--- config.mk ---
export PLATFORM = sky130hd
export DESIGN_NAME = store_addr_queue
export DESIGN_NICKNAME = d
export VERILOG_FILES = /design/src/rtl/store_addr_queue.sv
export SDC_FILE = /design/constraint.sdc
export NUM_CORES = 1
export LEC_CHECK = 0
export BUFFER_PORTS_ARGS = -buffer_cell sky130_fd_sc_hd__buf_2
export CORE_MARGIN = 3
export CORE_UTILIZATION = 35
export CTS_BUF_LIST = sky130_fd_sc_hd__clkbuf_4 sky130_fd_sc_hd__clkbuf_8
export CTS_CLUSTER_DIAMETER = 40
export DETAILED_ROUTE_END_ITERATION = 8
export PLACE_DENSITY = 0.6
export REMOVE_ABC_BUFFERS = 1
export SLEW_MARGIN = 10
export SYNTH_ARGS = -nofsm -noshare
export SYNTH_HDL_FRONTEND = slang
export SYNTH_SLANG_ARGS = --single-unit
--- constraint.sdc ---
create_clock -name clk -period 12.2 [get_ports clk]
set_input_delay 2.44 -clock clk [delete_from_list [all_inputs] [get_ports clk]]
set_output_delay 2.44 -clock clk [all_outputs]
set_load 0.03 [all_outputs]
--- src/rtl/store_addr_queue.sv ---
module store_addr_queue #(
  parameter int DEPTH  = 8,
  parameter int ADDR_W = 32,
  parameter int DATA_W = 64
) (
  input  logic              clk,
  input  logic              rst_n,
  input  logic              st_addr_valid,
  input  logic [ADDR_W-1:0] st_addr,
  output logic              st_stall,
  input  logic              sd_valid,
  input  logic [DATA_W-1:0] sd_data,
  output logic              sd_ready,
  output logic              wr_valid,
  output logic [ADDR_W-1:0] wr_addr,
  output logic [DATA_W-1:0] wr_data,
  input  logic              wr_ready,
  input  logic              ld_valid,
  input  logic [ADDR_W-1:0] ld_addr,
  output logic              ld_hold,
  output logic              drained
);
  localparam int PW = (DEPTH > 1) ? $clog2(DEPTH) : 1;
  localparam int CW = $clog2(DEPTH + 1);

  logic [ADDR_W-1:0] slot [DEPTH];
  logic [DEPTH-1:0]  live, live_n, hit;
  logic [PW-1:0]     head, tail;
  logic [CW-1:0]     count;
  logic              full, enq, pop;

  function automatic logic [PW-1:0] step(input logic [PW-1:0] p);
    return (p == PW'(DEPTH - 1)) ? '0 : p + 1'b1;
  endfunction

  assign full     = (count == CW'(DEPTH));
  assign drained  = (count == '0);
  assign enq      = st_addr_valid & ~full;
  assign st_stall = st_addr_valid & full;
  assign wr_valid = sd_valid & ~drained;
  assign sd_ready = ~drained & wr_ready;
  assign pop      = wr_valid & wr_ready;
  assign wr_addr  = slot[head];
  assign wr_data  = sd_data;

  for (genvar i = 0; i < DEPTH; i++) begin : g_cmp
    assign hit[i] = live[i] & (slot[i] == ld_addr);
  end

  assign ld_hold = ld_valid & ((|hit) | (enq & (st_addr == ld_addr)));

  always_comb begin
    live_n = live;
    if (pop) live_n[head] = 1'b0;
    if (enq) live_n[tail] = 1'b1;
  end

  always_ff @(posedge clk or negedge rst_n) begin
    if (!rst_n) begin
      head  <= '0;
      tail  <= '0;
      count <= '0;
      live  <= '0;
    end else begin
      live <= live_n;
      if (pop) head <= step(head);
      if (enq) tail <= step(tail);
      if (enq && !pop)      count <= count + 1'b1;
      else if (pop && !enq) count <= count - 1'b1;
    end
  end

  always_ff @(posedge clk) begin
    if (enq) slot[tail] <= st_addr;
  end
endmodule


==> summary.txt <==
Worst setup path
  – CP max FO: 9
  – Worst r2r path cells: 11
  – Critical Setup Path Class: in -> out
  – Critical Path Start Type: input port
  – Worst EP arrival: 4.84 ns
  – Worst Path Required: 9.76 ns
  – Critical path endpoint category: output pin

Route
  – Number of remaining DRC errors: 0
  – Post-Route WL: 53.4 mm
  – Vias per cell: 5.85
  – Starting DRT DRC Count: 1,430
  – Drt pass-1 iters: 6
  – DR vias: 9,562
  – Routed Antenna Nets: 0
  – Routed length per instance: 32.7 um

Yosys
  – Yosys warns: 0
  – Async set-reset flop share out of synthesis: 0.0657
  – Simple-gate portion of the synthesized area: 0.0753
  – Post-synthesis sequential area ratio: 0.584
  – Main synth FF type: edfxtp_1
  – Yosys top cell area share: 0.551
  – Syn_area_per_cell: 13.5 um2
  – Post-synthesis xor/xnor area fraction: 0.183
  – Yosys reg bits: 274
  – Synth unique cells: 33
  – Largest family of logic cells by synthesized area: XOR/XNOR gates
  – Cell taking the most area after synthesis: edfxtp_1
  – Most numerous cell in the Yosys netlist: edfxtp_1
  – Adder-cell area share of the yosys netlist: 0.00772
  – Number of synthesized flops with an enable pin: 256
  – Post-synthesis mux area share: 0.00242
  – Post-synthesis compound-gate area fraction: 0.0784
  – Synthesized instance count: 1,035
  – Mapped Area: 13,900 um2
  – Synth top cells by count: edfxtp_1, xor2_1, a22oi_1
  – Ranking of synthesized cells by area: edfxtp_1, xor2_1, a22oi_1, xnor2_1, buf_4

CTS
  – Clock transition at the registers of the reported paths: 0.05 ns
  – Clock root buffer master: clkbuf_8
  – CTS H-tree lvls: 2
  – Post-CTS Repair Setup Buffers: 0
  – CTS tree: built
  – CTS resizes: 0
  – Clk sinks: 274
  – Max Buffers Root-to-Sink: 3
  – Worst skew pair latency: 0.56 ns
  – CTS Buf Count: 48
  – CTS hold repair buffers: 0

Global routing
  – Total GRT Usage: 0.249
  – Grt ovf: 0
  – Initial antenna violation count: 4
  – First-pass GRT wire length: 74.0 mm
  – Number of global-route vias before repair: 9,376
  – Largest net degree at the start of global routing: 34

STA
  – Worst hold slack: 0.515 ns
  – Worst slew pin tran: 1.04 ns
  – Slew Viols, Final: 0
  – F_max: 0.137 GHz
  – Minimum clock period: 7.28 ns
  – Final clock skew: 0.0169 ns
  – Unrepaired setup endpoints after global routing: false
  – Hold Violations, Final: 0
  – TNS Setup: 0 ns
  – Final setup vio count: 0
  – Worst rel slew slack: 0.304
  – Final period util: 0.597
  – Setup WS post-layout: 4.92 ns

Power
  – Comb power frac: 0.352
  – Peak supply drop: 99.6 uV
  – Seq pwr share: 0.384
  – Sw Pwr: 1.35 mW
  – Leakage power: 5.18 nW
  – Clock power share: 0.264
  – Final Total Pwr: 3.41 mW
  – Net Sw Frac: 0.397
  – PD cells: 221 nW/um2
  – Internal power: 2.06 mW

Floorplanning
  – Starting Density: 0.358
  – I/O Pins: 235
  – Die width: 206 um
  – DIE AREA: 42,300 um2
  – FP Rows: 72
  – Core area: 39,000 um2
  – Die H: 206 um

Placement
  – Port bufs: 106
  – RD Place Congestion: 1.11
  – Post-Place Setup Slack: 5.11 ns
  – Post-DP HPWL: 37.6 mm

Final layout
  – Nets: 1,222
  – Share of layout cells above drive strength 1: 0.199
  – Multi-input logic area: 4920 um2
  – Fillers: 3,691
  – Area delta synth->final: 10.4%
  – Reg area: 8140 um2

Hold path
  – Worst min path class: reg -> reg
  – WHS Path Cells: 1

Flow run
  – Max cap viols: 0

Outcome
  – Status: finished, final reports clean
-- kinds of logic (layout without fill, tap and decap cells) --
| family | after synthesis | count (layout) |
|---|---|---|
| other | 0 | 1 |
| multiplexers | 3 | 3 |
| AO/OA/AOI/OAI | 148 | 148 |
| buffers and inverters | 132 | 213 |
| flip-flops | 274 | 274 |
| adder cells (fa/ha/maj) | 8 | 8 |
| XOR/XNOR | 292 | 292 |
| AND/OR/NAND/NOR | 178 | 178 |
-- layout make-up --
type,instances,share of cell area
flip-flops and latches,274,0.529
diodes,1,0.000163
clock inverters,17,0.0115
multi-input cells,629,0.320
clock buffers,69,0.0544
well taps,518,0.0421
repair buffers,123,0.0427
inverters,4,0.000975
-- cells in the final DEF (no fill, tap or decap), drive strengths merged, types with 3 or more instances in the layout --
cell    synthesis  routed
edfxtp        256     256
xor2          185     185
a22oi         128     128
buf           100     123
xnor2         107     107
clkbuf         28      69
nand4          66      66
nor4           48      48
nor3           19      19
dfrtp          18      18
nand3          15      15
clkinv          0      13
nand2          11      11
a21o            8       8
ha              7       7
o21ai           6       6
nor2            5       5
inv             4       4
nand2b          4       4
bufinv          0       4
o22ai           3       3
mux2            3       3
nor3b           3       3
-- worst paths after layout --
| path | end | startpoint | slack (ns) |
|---|---|---|---|
| min | count[3] | count[3] | 0.52 |
| max in group asynchronous | tail[2] | rst_n | 10.02 |
| max reg2reg | count[3] | count[1] | 9.35 |
| min reg2reg | count[3] | count[3] | 0.52 |
| max | ld_hold | ld_addr[23] | 4.92 |
| min in group asynchronous | live[4] | rst_n | 1.85 |
-- critical path: stages --
cell and delay [ns]:
buf_2 0.24, xor2_1 0.54, nor4_1 0.27, nand4_1 0.17, nor3_1 0.05, or3_1 0.38, o41a_1 0.51, buf_2 0.22
-- through the flow --
step / instance area, um2 / instances / utilization
final: 15400 / 1635 / 0.395
after global routing: 15400 / 1634 / 0.395
after CTS: 15400 / 1634 / 0.395
after floorplan: 13000 / 907 / -
after global placement: 14400 / 1548 / 0.369
after detailed placement: 14400 / 1548 / 0.369
-- sequential cells by signal, indices dropped and copies added (netlist names) --
register and cells:
slot 256, live 8, count 4, head 3
tail 3
-- per-layer routing --
metal | global-route usage | part of all wire | up-vias
met5 | 0.0357 | 0.0043 | -
met4 | 0.0627 | 0.025 | 10
met3 | 0.0963 | 0.12 | 81
met2 | 0.371 | 0.44 | 657
met1 | 0.338 | 0.41 | 4887
li1 | - | - | 3927
-- power by group through the flow --
stage                     logic (mW)  registers [mW]  clock network (mW)
after floorplan                0.694            1.29                   0
after CTS                       1.20            1.30               0.909
final                           1.20            1.31               0.900
after global routing            1.26            1.32               0.948
after global placement          1.19            1.32                   0
after detailed placement        1.19            1.32                   0
Note: power is estimated with default switching activity, not from simulation.
